**config.mk**
```make
export PLATFORM = sky130hd
export DESIGN_NAME = cs_bridge_gate_seq
export DESIGN_NICKNAME = d
export VERILOG_FILES = /design/src/rtl/csb_pkg.sv /design/src/rtl/csb_route.sv /design/src/rtl/csb_hop_timer.sv /design/src/rtl/cs_bridge_gate_seq.sv
export SDC_FILE = /design/constraint.sdc
export NUM_CORES = 1
export LEC_CHECK = 0
export BUFFER_PORTS_ARGS = -buffer_cell sky130_fd_sc_hd__buf_2
export CORE_AREA = 2 2 52 54
export CTS_CLUSTER_SIZE = 20
export DETAILED_ROUTE_END_ITERATION = 8
export DIE_AREA = 0 0 54 56
export HOLD_SLACK_MARGIN = 0.08
export PLACE_DENSITY = 0.79
export SLEW_MARGIN = 40
export SYNTH_ARGS = -nofsm -noshare
export SYNTH_HDL_FRONTEND = slang
export SYNTH_SLANG_ARGS = --single-unit
```
**constraint.sdc**
```tcl
create_clock -name clk -period 4 [get_ports clk]
set_clock_uncertainty 0.05 [all_clocks]
set_input_delay 0.4 -clock clk [delete_from_list [all_inputs] [get_ports clk]]
set_output_delay 0.4 -clock clk [all_outputs]
set_load 0.1 [all_outputs]
```
**src/rtl/csb_pkg.sv**
```systemverilog
package csb_pkg;

  typedef enum logic [1:0] {
    BR_POS = 2'b00,
    BR_NEG = 2'b01,
    BR_ZL  = 2'b10,
    BR_ZR  = 2'b11
  } br_state_e;

  typedef enum logic {
    PH_IDLE = 1'b0,
    PH_OVL  = 1'b1
  } seq_phase_e;

  localparam int unsigned NSW = 4;

  // bit0=S1, bit1=S2 (left leg); bit2=S3, bit3=S4 (right leg)
  function automatic logic [NSW-1:0] gate_mask(input br_state_e s);
    case (s)
      BR_POS:  gate_mask = 4'b1001;
      BR_NEG:  gate_mask = 4'b0110;
      BR_ZL:   gate_mask = 4'b0011;
      default: gate_mask = 4'b1100;
    endcase
  endfunction

endpackage

```
**src/rtl/csb_route.sv**
```systemverilog
module csb_route
  import csb_pkg::*;
(
  input  br_state_e      cur_i,
  input  br_state_e      want_i,
  output br_state_e      hop_o,
  output logic [NSW-1:0] union_o,
  output logic [NSW-1:0] hop_mask_o
);

  logic conflict;

  // pairs whose union would close both diagonals differ only in bit 0
  always_comb begin
    conflict = ((cur_i ^ want_i) == 2'b01);
    if (conflict) begin
      hop_o = cur_i[1] ? BR_POS : BR_ZL;
    end else begin
      hop_o = want_i;
    end
    hop_mask_o = gate_mask(hop_o);
    union_o    = gate_mask(cur_i) | hop_mask_o;
  end

endmodule

```
**src/rtl/csb_hop_timer.sv**
```systemverilog
module csb_hop_timer #(
  parameter int unsigned CNT_W = 8
) (
  input  logic             clk,
  input  logic             rst_n,
  input  logic             load_i,
  input  logic             run_i,
  input  logic [CNT_W-1:0] len_i,
  output logic             done_o
);

  localparam logic [CNT_W-1:0] ONE = CNT_W'(1);

  logic [CNT_W-1:0] cnt_q, cnt_d;

  always_comb begin
    cnt_d = cnt_q;
    if (load_i) begin
      cnt_d = (len_i == '0) ? ONE : len_i;
    end else if (run_i && (cnt_q > ONE)) begin
      cnt_d = cnt_q - ONE;
    end
  end

  always_ff @(posedge clk or negedge rst_n) begin
    if (!rst_n) begin
      cnt_q <= '0;
    end else if (load_i || run_i) begin
      cnt_q <= cnt_d;
    end
  end

  assign done_o = run_i && (cnt_q == ONE);

  // a running window always holds a live count
  a_r9_cnt_live: assert property (@(posedge clk) disable iff (!rst_n)
    run_i |-> (cnt_q != '0));

endmodule

```
**src/rtl/cs_bridge_gate_seq.sv**
```systemverilog
module cs_bridge_gate_seq
  import csb_pkg::*;
#(
  parameter int unsigned CNT_W = 8
) (
  input  logic             clk,
  input  logic             rst_n,
  input  logic [1:0]       req_state,
  input  logic [CNT_W-1:0] ovl_len,
  output logic [3:0]       gate_en,
  output logic             busy
);

  br_state_e        want_q, cur_q, cur_d, hop_q, hop_d;
  seq_phase_e       phase_q, phase_d;
  logic [NSW-1:0]   gate_q, gate_d;
  logic             busy_q, busy_d;
  br_state_e        rt_hop;
  logic [NSW-1:0]   rt_union, rt_hop_mask, hop_q_mask;
  logic             start, done;

  csb_route u_route (
    .cur_i      (cur_q),
    .want_i     (want_q),
    .hop_o      (rt_hop),
    .union_o    (rt_union),
    .hop_mask_o (rt_hop_mask)
  );

  csb_hop_timer #(.CNT_W(CNT_W)) u_timer (
    .clk    (clk),
    .rst_n  (rst_n),
    .load_i (start),
    .run_i  (phase_q == PH_OVL),
    .len_i  (ovl_len),
    .done_o (done)
  );

  assign hop_q_mask = gate_mask(hop_q);
  assign start      = (phase_q == PH_IDLE) && (want_q != cur_q);

  always_comb begin
    phase_d = phase_q;
    cur_d   = cur_q;
    hop_d   = hop_q;
    gate_d  = gate_q;
    if (start) begin
      phase_d = PH_OVL;
      hop_d   = rt_hop;
      gate_d  = rt_union;
    end else if (done) begin
      phase_d = PH_IDLE;
      cur_d   = hop_q;
      gate_d  = hop_q_mask;
    end
    busy_d = (phase_d == PH_OVL) || (br_state_e'(req_state) != cur_d);
  end

  always_ff @(posedge clk or negedge rst_n) begin
    if (!rst_n) begin
      want_q  <= BR_ZL;
      cur_q   <= BR_ZL;
      hop_q   <= BR_ZL;
      phase_q <= PH_IDLE;
      gate_q  <= 4'b0011;
      busy_q  <= 1'b0;
    end else begin
      want_q  <= br_state_e'(req_state);
      cur_q   <= cur_d;
      hop_q   <= hop_d;
      phase_q <= phase_d;
      gate_q  <= gate_d;
      busy_q  <= busy_d;
    end
  end

  assign gate_en = gate_q;
  assign busy    = busy_q;

  // both diagonals never on together
  a_r3_no_ac_short: assert property (@(posedge clk) disable iff (!rst_n)
    gate_q != 4'b1111);

  // a complete conduction pair is always present
  a_r2_dc_path: assert property (@(posedge clk) disable iff (!rst_n)
    (gate_q[0] & gate_q[3]) | (gate_q[1] & gate_q[2]) |
    (gate_q[0] & gate_q[1]) | (gate_q[2] & gate_q[3]));

  // an edge that turns switches off turns none on
  a_r4_make_before_break: assert property (@(posedge clk) disable iff (!rst_n)
    (|($past(gate_q) & ~gate_q)) |-> ((gate_q & ~$past(gate_q)) == '0));

  // busy covers every running overlap
  a_r7_busy_in_ovl: assert property (@(posedge clk) disable iff (!rst_n)
    (phase_q == PH_OVL) |-> busy_q);

endmodule

```
==> metrics.cfg, run 1 <==
[critical_path]
crit_family=compound AO/OA/AOI/OAI gates
endpoint_kind=register
crit_slowest_cell=a21o_1
cp.arrival_ns=2.19
slowest_delay_ns=0.58
critPathRequiredTime_ns=4.11
worstRegToRegCells=5
crit_path_max_fanout=18
cp.depth=5
critical_path_class=register to register
start_kind=register
cp_num_buf_inv=1
path_cells=ha_1 -> inv_1 -> a21o_1 -> mux2i_1 -> a22oi_1

[clocking]
clkTransAtPathRegs_ns=0.10
post_cts_resized=0
cts.path.max_buffers=2
clock_sinks=20
clk_latency_ns=0.31
cts_root_buffer=clkbuf_4
htree_num_levels=1
cts_tree=done
cts_made_buffers=3

[layout]
drive_gt1_share_pct=20.7
design_area_sq_um=1420
nets=172
syn_to_final_growth_pct=9.81
nFillCells=227
n_antenna_cell=0

[logic_synthesis]
synth_top_family_by_area=simple AND/OR/NAND/NOR gates
postSynthCellCount=132
synthAdderAreaFrac_pct=8.74
syn_area_sq_um=1290
postSynthAreaPerCell_sq_um=9.76
synthDistinctLibCells=43
synth-seq-cells=20
synth-main-ff-cell=dfrtp_1
synth.net_count=153
synth_enable_flop_cells=0
ys_async_sr_fraction_pct=100
ys_seq_area_share_pct=39.3
ys_warn_count=0
post_synth_and_or_nand_nor_area_fraction_pct=19.5
synth_compound_area_share_pct=19.5
synthXorXnorAreaFrac_pct=1.94
synthMuxAreaShare_pct=6.21

[timing]
setup_viol=0
final_hold_viol_count=0
post-route-period-util_pct=51.9
grt_setup_unrepaired=false
max_freq_mhz=481
slew_violations=0
timing.hold.ws_ns=0.172
slew_headroom_pct=52.7
post-route-min-period_ns=2.08
fin_setup_tns_ns=0
worst_pin_slew_ns=0.710

[min_path]
hold_depth=1
hold_class=input pin to register

[global_routing]
antenna_found_initial=0
grt_overflow=0
grt_pass1_vias=1004
track_usage_pct=19.8
grt_pass1_wl_mm=4.46
grt_max_degree=21

[die]
core_sq_um=2430
start_util_pct=53.0
dieArea_sq_um=3020
io_pins=17
rows=18
die_width_um=54
die_h_um=56

[pwr]
p_leak_nw=0.653
ir_drop_mv=0.450
powerDensity_nw_per_um2=605

[drt]
viasPerCell=5.82
drc_errors=0
routedWlPerCell_um=14.7
vias=1047
dr.pass1.iters=4
wl_mm=2.64
ant_nets=0
drt_iter0_drc=17

[job]
timing.max_cap.violations=0

[place]
place_hpwl_mm=1.96
placed_area_sq_um=1380
port_buffers=16
gp_congestion=0.883

[status]
outcome=finished clean

-- metrics by stage --
| stage | setup WS, ns | utilization [%] | instances | power, mW |
|---|---|---|---|---|
| 2_1_floorplan | 2.25 | - | 132 | 0.674 |
| 3_3_place_gp | 2.00 | 56.7 | 175 | 0.740 |
| 3_5_place_dp | 1.92 | 56.7 | 175 | 0.758 |
| 4_1_cts | 1.90 | 58.2 | 180 | 0.864 |
| 5_1_grt | 1.78 | 58.2 | 180 | 0.922 |
| 6_report | 1.92 | 58.2 | 180 | 0.856 |
-- timing repair --
item / 4_1_cts / 5_1_grt
setup buffers: 0 / 0
hold endpoints to repair: 15 / 0
hold buffers: 1 / 0
-- final timing paths --
kind                                          to  slack [ns]         start
worst max-delay path            u_timer.cnt_q[4]        1.92      cur_q[0]
worst min-delay path                   want_q[1]        0.17  req_state[1]
worst max register to register  u_timer.cnt_q[4]        1.92      cur_q[0]
worst min register to register          hop_q[1]        0.49     want_q[1]
max in group asynchronous              want_q[1]        3.04         rst_n
min in group asynchronous             gate_en[3]        0.50         rst_n
-- cells in the final DEF (no fill, tap or decap), drive strengths merged, types with 2 or more instances in the layout --
master	instances
buf	16
dfrtp	15
nand2	11
inv	9
ha	9
o21ai	9
nor2	8
mux2i	8
a21oi	8
nand3	6
dfstp	5
nor3	5
clkbuf	4
a2bb2oi	3
and3	2
nand3b	2
nor3b	2
nor4	2
a22oi	2
o211ai	2
a211oi	2
-- layer usage --
metal / global-route usage [%] / vias to the layer above / routed length [um]
li1: - / 520 / -
met4: 9.64 / 0 / 38
met3: 2.69 / 4 / 108
met5: 0 / - / 0
met1: 25.9 / 501 / 1200
met2: 31.4 / 22 / 1300
-- layout make-up --
class / instances / area [sq um] / area share (%)
flip-flops and latches: 20 / 507 / 35.8
multi-input cells: 100 / 721 / 50.9
repair buffers: 17 / 90.1 / 6.37
clock buffers: 4 / 26.3 / 1.86
inverters: 9 / 33.8 / 2.39
well taps: 30 / 37.5 / 2.65
-- sequential cells by signal, indices dropped and copies added, names as in the netlist --
signal         flops
busy               1
cur_q              2
gate_en            4
hop_q              2
phase_q            1
u_timer.cnt_q      8
want_q             2
-- cell usage after synthesis (all sizes together), types with 3 or more instances --
cell      n  area, sq um
dfstp     5          131
nor3      5         30.0
dfrtp    15          375
nand3     6         30.0
nor2      8         30.0
buf       3         27.5
o21ai     9         45.0
inv       9         33.8
nand2    11         41.3
ha        9          113
a2bb2oi   3         26.3
mux2i     8         80.1
a21oi     8         47.6
-- kinds of logic after synthesis --
group           after synthesis
buf+inv                      12
fa+ha+maj                     9
xor+xnor                      2
compound gates               36
mux                           8
simple gates                 45
flops                        20
-- report_power, final --
| part | switching [mW] | internal (mW) |
|---|---|---|
| logic | 0.267 | 0.131 |
| clock network | 0.0624 | 0.0389 |
| registers | 0.0790 | 0.278 |
| total | 0.408 | 0.448 |
Power figures use the tool's default switching activity.
==> run 2: changes to the inputs <==
==> constraint.sdc (replaced) <==
create_clock -name clk -period 2.2 [get_ports clk]
set_clock_uncertainty 0.05 [all_clocks]
set_input_delay 0.22 -clock clk [delete_from_list [all_inputs] [get_ports clk]]
set_output_delay 0.22 -clock clk [all_outputs]
set_load 0.1 [all_outputs]
==> run 2 against run 1 <==
Global-route usage rose by 1.6 points. Via count rose by 6.2%. Total power up 99%. Critical endpoint is now u_timer.cnt_q[3]. Largest cell class unchanged. Highest routed layer unchanged.
==> metrics.cfg, run 2 (synthesis results as in run 1) <==
[critical_path]
path_cells=inv_1 -> ha_1 -> or2_2 -> a32oi_2 -> o21ai_0 -> o2bb2ai_1  ; was ha_1 -> inv_1 -> a21o_1 -> mux2i_1 -> a22oi_1
r2r_start=u_timer.cnt_q[0]  ; was cur_q[0]
cp.arrival_ns=2.17  ; was 2.19 ns
slowest_delay_ns=0.45  ; was 0.58 ns
critPathRequiredTime_ns=2.35  ; was 4.11 ns
worstRegToRegCells=6  ; was 5
critPathLaunch=u_timer.cnt_q[0]  ; was cur_q[0]
crit_slowest_cell=a32oi_2  ; was a21o_1
r2r_setup_slack_ns=0.18  ; was 1.92 ns
crit_path_max_fanout=9  ; was 18
start_kind=register  ; unchanged
endpoint_kind=register  ; unchanged
r2r-end=u_timer.cnt_q[3]  ; was u_timer.cnt_q[4]
critical_path_class=register to register  ; unchanged

[die]
dieArea_sq_um=3020  ; unchanged
core_sq_um=2430  ; unchanged
die_width_um=54  ; unchanged
start_util_pct=53.0  ; unchanged
rows=18  ; unchanged
die_h_um=56  ; unchanged
io_pins=17  ; unchanged

[clocking]
clkTransAtPathRegs_ns=0.11  ; was 0.10 ns
clock_sinks=20  ; unchanged
cts_tree=done  ; unchanged
cts.path.max_buffers=2  ; unchanged
cts_root_buffer=clkbuf_4  ; unchanged
htree_num_levels=1  ; unchanged
cts_made_buffers=3  ; unchanged
post_cts_buffers=0  ; unchanged
clk_latency_ns=0.32  ; was 0.31 ns

[timing]
setup_viol=0  ; unchanged
final_hold_viol_count=0  ; unchanged
slew_violations=0  ; unchanged
grt_setup_unrepaired=false  ; unchanged
fin_setup_tns_ns=0  ; unchanged
post-route-period-util_pct=91.9  ; was 51.9%
worst_pin_slew_ns=0.515  ; was 0.710 ns
max_freq_mhz=495  ; was 481 MHz
slew_headroom_pct=65.6  ; was 52.7%
post-route-min-period_ns=2.02  ; was 2.08 ns

[pwr]
ir_drop_mv=0.855  ; was 0.450 mV
powerDensity_nw_per_um2=1150  ; was 605 nW/um^2
p_leak_nw=0.684  ; was 0.653 nW

[status]
outcome=finished clean  ; unchanged

[min_path]
hold_class=input pin to register  ; unchanged
min_to=u_timer.cnt_q[0]  ; was want_q[1]
min_from=ovl_len[0]  ; was req_state[1]
hold_depth=3  ; was 1

[drt]
drt_iter0_drc=32  ; was 17
routedWlPerCell_um=15.5  ; was 14.7 um
dr.pass1.iters=4  ; unchanged
wl_mm=2.85  ; was 2.64 mm
drc_errors=0  ; unchanged
ant_nets=0  ; unchanged
vias=1112  ; was 1047
viasPerCell=6.04  ; was 5.82

[layout]
layout.cells.most_common=buf_2  ; unchanged
nFillCells=207  ; was 227
n_antenna_cell=0  ; unchanged
largest-register=u_timer.cnt_q  ; unchanged
nets=176  ; was 172
layout.cells.non_filler=184  ; was 180
syn_to_final_growth_pct=14.7  ; was 9.81%
largest_reg_flops=8  ; unchanged
drive_gt1_share_pct=22.7  ; was 20.7%
layout_common_cells=buf_2 (16), dfrtp_1 (15), nand2_1 (11), inv_1 (9), ha_1 (9)  ; unchanged

[place]
place_hpwl_mm=2.10  ; was 1.96 mm
port_buffers=16  ; unchanged
dp.cells=177  ; was 175
gp_congestion=0.839  ; was 0.883

[global_routing]
track_usage_pct=21.4  ; was 19.8%
grt_max_degree=21  ; unchanged
grt_overflow=0  ; unchanged
antenna_found_initial=0  ; unchanged
grt_pass1_vias=1057  ; was 1004
grt_pass1_wl_mm=4.74  ; was 4.46 mm

[job]
timing.max_cap.violations=0  ; unchanged

-- run 2: layer usage --
metal | track usage [%] | part of all wire (%)
met5 | 0 | 0
met1 | 25.1 | 41
met3 | 5.91 | 5.5
met4 | 8.21 | 1.8
met2 | 35.9 | 51
-- run 2: worst max-delay path: cells and delay by family, from the launching register on --
| family | cells | cell delay, ns |
|---|---|---|
| flops | 1 | 0.44 |
| buf+inv | 1 | 0.09 |
| compound gates | 3 | 0.78 |
| simple gates | 1 | 0.32 |
| fa+ha+maj | 1 | 0.24 |
-- run 2: power by group --
part / internal [mW] / switching [mW] / leakage (nW) / total (mW)
sequential: 0.505 / 0.146 / 0.223 / 0.650
combinational: 0.246 / 0.499 / 0.433 / 0.745
clock: 0.185 / 0.125 / 0.0279 / 0.309
total: 0.936 / 0.769 / 0.684 / 1.70
-- run 2: what timing repair did --
item                                    CTS  global route
endpoints found under the setup margin    0             1
endpoints found under the hold margin    17             0
hold buffers                              3             0
gates resized for setup                   0             1
-- run 2: worst max path at each step --
stage	endpoint	slack, ns	cells past startpoint
5_1_grt	u_timer.cnt_q[3]	0.05	6
3_3_place_gp	u_timer.cnt_q[3]	0.26	6
6_report	u_timer.cnt_q[3]	0.18	6
3_5_place_dp	u_timer.cnt_q[2]	0.20	5
2_1_floorplan	u_timer.cnt_q[3]	0.45	6
4_1_cts	u_timer.cnt_q[4]	0.18	5
-- run 2: stage by stage --
stage          hold WS (ns)  setup slack [ns]  instance area, sq um  power [mW]  utilization [%]
3_3_place_gp          0.140             0.264                  1390        1.36             57.3
4_1_cts               0.145             0.175                  1480        1.70             60.7
5_1_grt               0.153            0.0453                  1480        1.81             60.8
6_report              0.138             0.179                  1480        1.70             60.8
3_5_place_dp          0.133             0.202                  1390        1.39             57.3
2_1_floorplan        -0.126             0.452                  1290        1.23                -
-- run 2: layout make-up --
type,count,area [sq um],share of cell area [%]
clock buffers,3,22.5,1.52
clock inverters,1,30.0,2.03
inverters,9,33.8,2.29
multi-input cells,100,722,48.9
flip-flops and latches,20,507,34.3
well taps,30,37.5,2.54
repair buffers,21,125,8.47
==> run 3: changes to the inputs <==
--- a/config.mk
+++ b/config.mk
@@ -6,12 +6,12 @@
 export NUM_CORES = 1
 export LEC_CHECK = 0
 export BUFFER_PORTS_ARGS = -buffer_cell sky130_fd_sc_hd__buf_2
-export CORE_AREA = 2 2 52 54
+export CORE_AREA = 2 2 57 59
 export CTS_CLUSTER_SIZE = 20
 export DETAILED_ROUTE_END_ITERATION = 8
-export DIE_AREA = 0 0 54 56
+export DIE_AREA = 0 0 59 61
 export HOLD_SLACK_MARGIN = 0.08
-export PLACE_DENSITY = 0.79
+export PLACE_DENSITY = 0.68
 export SLEW_MARGIN = 40
 export SYNTH_ARGS = -nofsm -noshare
 export SYNTH_HDL_FRONTEND = slang
==> run 3 against run 2 <==
Global-route usage decreased by 4.7 points. Cell area decreased by 0.59%. Highest routed layer unchanged. Largest cell class unchanged. Wire length decreased by 6.0%. Critical path depth decreased by 1. Fmax increased by 1.7%. Clock power decreased by 29%. Non-clock buffer count decreased by 1. Worst setup slack improved by 0.034 ns.
==> metrics.cfg, run 3 (synthesis results as in run 1) <==
[global_routing]
track_usage_pct=16.7  ; was 21.4%
grt_pass1_vias=1016  ; was 1057
grt_max_degree=21  ; unchanged
antenna_found_initial=0  ; unchanged
grt_overflow=0  ; unchanged
grt_pass1_wl_mm=4.54  ; was 4.74 mm

[timing]
grt_setup_unrepaired=false  ; unchanged
slew_headroom_pct=65.4  ; was 65.6%
worst_pin_slew_ns=0.519  ; was 0.515 ns
fin_setup_tns_ns=0  ; unchanged
post-route-min-period_ns=1.99  ; was 2.02 ns
finalWorstSetupSlack_ns=0.212  ; was 0.179 ns
slew_violations=0  ; unchanged
max_freq_mhz=503  ; was 495 MHz
final_hold_viol_count=0  ; unchanged
setup_viol=0  ; unchanged
post-route-period-util_pct=90.3  ; was 91.9%

[job]
timing.max_cap.violations=0  ; unchanged

[place]
port_buffers=16  ; unchanged
placed_area_sq_um=1390  ; about the same
gp_congestion=0.872  ; was 0.839
place_hpwl_mm=1.96  ; was 2.10 mm
dp_slack_ns=0.148  ; was 0.202 ns

[drt]
viasPerCell=5.77  ; was 6.04
drt_iter0_drc=50  ; was 32
routedWlPerCell_um=14.4  ; was 15.5 um
drc_errors=0  ; unchanged
dr.pass1.iters=4  ; unchanged
ant_nets=0  ; unchanged
wl_mm=2.68  ; was 2.85 mm
vias=1073  ; was 1112

[die]
dieArea_sq_um=3600  ; was 3020 sq um
start_util_pct=43.6  ; was 53.0%
die_width_um=59  ; was 54 um
core_sq_um=2950  ; was 2430 sq um
io_pins=17  ; unchanged
die_h_um=61  ; was 56 um
rows=20  ; was 18

[pwr]
switching_share_pct=47.1  ; was 45.1%
powerDensity_nw_per_um2=1100  ; was 1150 nW/um^2
switchingPower_mw=0.760  ; was 0.769 mW
clkPwrFrac_pct=13.6  ; was 18.1%
p_int_mw=0.852  ; was 0.936 mW
p_total_mw=1.61  ; was 1.70 mW
p_leak_nw=0.670  ; was 0.684 nW
p_seq_share_pct=40.5  ; was 38.2%
p_comb_share_pct=46.0  ; was 43.7%
ir_drop_mv=0.551  ; was 0.855 mV

[layout]
largest_reg_flops=8  ; unchanged
design_area_sq_um=1470  ; was 1480 sq um
nets=175  ; was 176
layout_common_cells=buf_2 (16), dfrtp_1 (15), nand2_1 (11), inv_1 (9), ha_1 (9)  ; unchanged
n_antenna_cell=0  ; unchanged
seq_area_sq_um=507  ; unchanged
final_core_util_pct=49.7  ; was 60.8%
largest-register=u_timer.cnt_q  ; unchanged
multi_input_area_sq_um=733  ; was 722 sq um
layout.cells.most_common=buf_2  ; unchanged
nFillCells=280  ; was 207
drive_gt1_share_pct=22.2  ; was 22.7%
syn_to_final_growth_pct=14.0  ; was 14.7%

[clocking]
clock_sinks=20  ; unchanged
cts_tree=done  ; unchanged
post_cts_buffers=0  ; unchanged
cts_made_buffers=3  ; unchanged
clkTransAtPathRegs_ns=0.12  ; was 0.11 ns
cts.path.max_buffers=2  ; unchanged
htree_num_levels=1  ; unchanged
cts_root_buffer=clkbuf_4  ; unchanged
clk_latency_ns=0.31  ; was 0.32 ns

[critical_path]
worstRegToRegCells=5  ; was 6
cp.arrival_ns=2.13  ; was 2.17 ns
r2r-end=u_timer.cnt_q[6]  ; was u_timer.cnt_q[3]
critical_path_class=register to register  ; unchanged
r2r_setup_slack_ns=0.21  ; was 0.18 ns
start_kind=register  ; unchanged
crit_path_max_fanout=7  ; was 9
endpoint_kind=register  ; unchanged
r2r_start=cur_q[0]  ; was u_timer.cnt_q[0]
critPathRequiredTime_ns=2.34  ; was 2.35 ns

[min_path]
hold_depth=3  ; unchanged
min_from=ovl_len[0]  ; unchanged
hold_class=input pin to register  ; unchanged
min_to=u_timer.cnt_q[0]  ; unchanged

[status]
outcome=finished clean  ; unchanged

[run 3: cell types whose count changed in the layout (fill, tap and decap cells not counted), sizes merged]
cell / previous run / this run
buf: 18 / 17
bufinv: 1 / 0
clkbuf: 3 / 4
[run 3: repair_timing]
action / CTS / global route
endpoints found under the hold margin: 17 / 0
endpoints found under the setup margin: 0 / 2
resized for setup: 0 / 2
hold buffers: 3 / 0
[run 3: area by class of cell]
cell class | instances | share of cell area (%)
multi-input combinational | 100 | 49.9
sequential | 20 | 34.5
inverter | 9 | 2.30
clock buffer | 4 | 2.47
timing repair buffer | 20 | 8.01
tap | 33 | 2.81
[run 3: power groups by stage]
| stage | registers [mW] | logic [mW] | clock network [mW] |
|---|---|---|---|
| 2_1_floorplan | 0.864 | 0.361 | 0 |
| 3_3_place_gp | 0.648 | 0.714 | 0 |
| 3_5_place_dp | 0.653 | 0.729 | 0 |
| 4_1_cts | 0.649 | 0.734 | 0.224 |
| 5_1_grt | 0.674 | 0.816 | 0.241 |
| 6_report | 0.652 | 0.741 | 0.219 |
[run 3: metrics by stage]
step,instances,hold WS (ns)
CTS,186,0.151
floorplan,132,-0.126
global placement,179,0.142
finish,186,0.156
global route,186,0.183
detailed placement,179,0.148
[run 3: worst max path at each step]
stage	start	end	slack [ns]
3_5_place_dp	cur_q[0]	u_timer.cnt_q[2]	0.15
4_1_cts	cur_q[0]	u_timer.cnt_q[2]	0.13
5_1_grt	u_timer.cnt_q[0]	u_timer.cnt_q[2]	0.06
2_1_floorplan	u_timer.cnt_q[0]	u_timer.cnt_q[3]	0.45
6_report	cur_q[0]	u_timer.cnt_q[6]	0.21
3_3_place_gp	cur_q[0]	u_timer.cnt_q[4]	0.21
[run 3: worst max-delay path, cell delays in order, from the launching register on]
cell and delay [ns]:
dfrtp_1 0.45, ha_1 0.38, nor2_1 0.36, a32o_1 0.39, a21oi_1 0.09, a2bb2oi_1 0.15
[run 3: layer usage]
| metal | GRT usage [%] | part of all wire (%) | routed length, um |
|---|---|---|---|
| met2 | 28.6 | 49 | 1320 |
| met5 | 0 | 0 | 0 |
| met3 | 2.56 | 4.3 | 114 |
| met4 | 6.49 | 1.3 | 35 |
| met1 | 21.2 | 45 | 1210 |
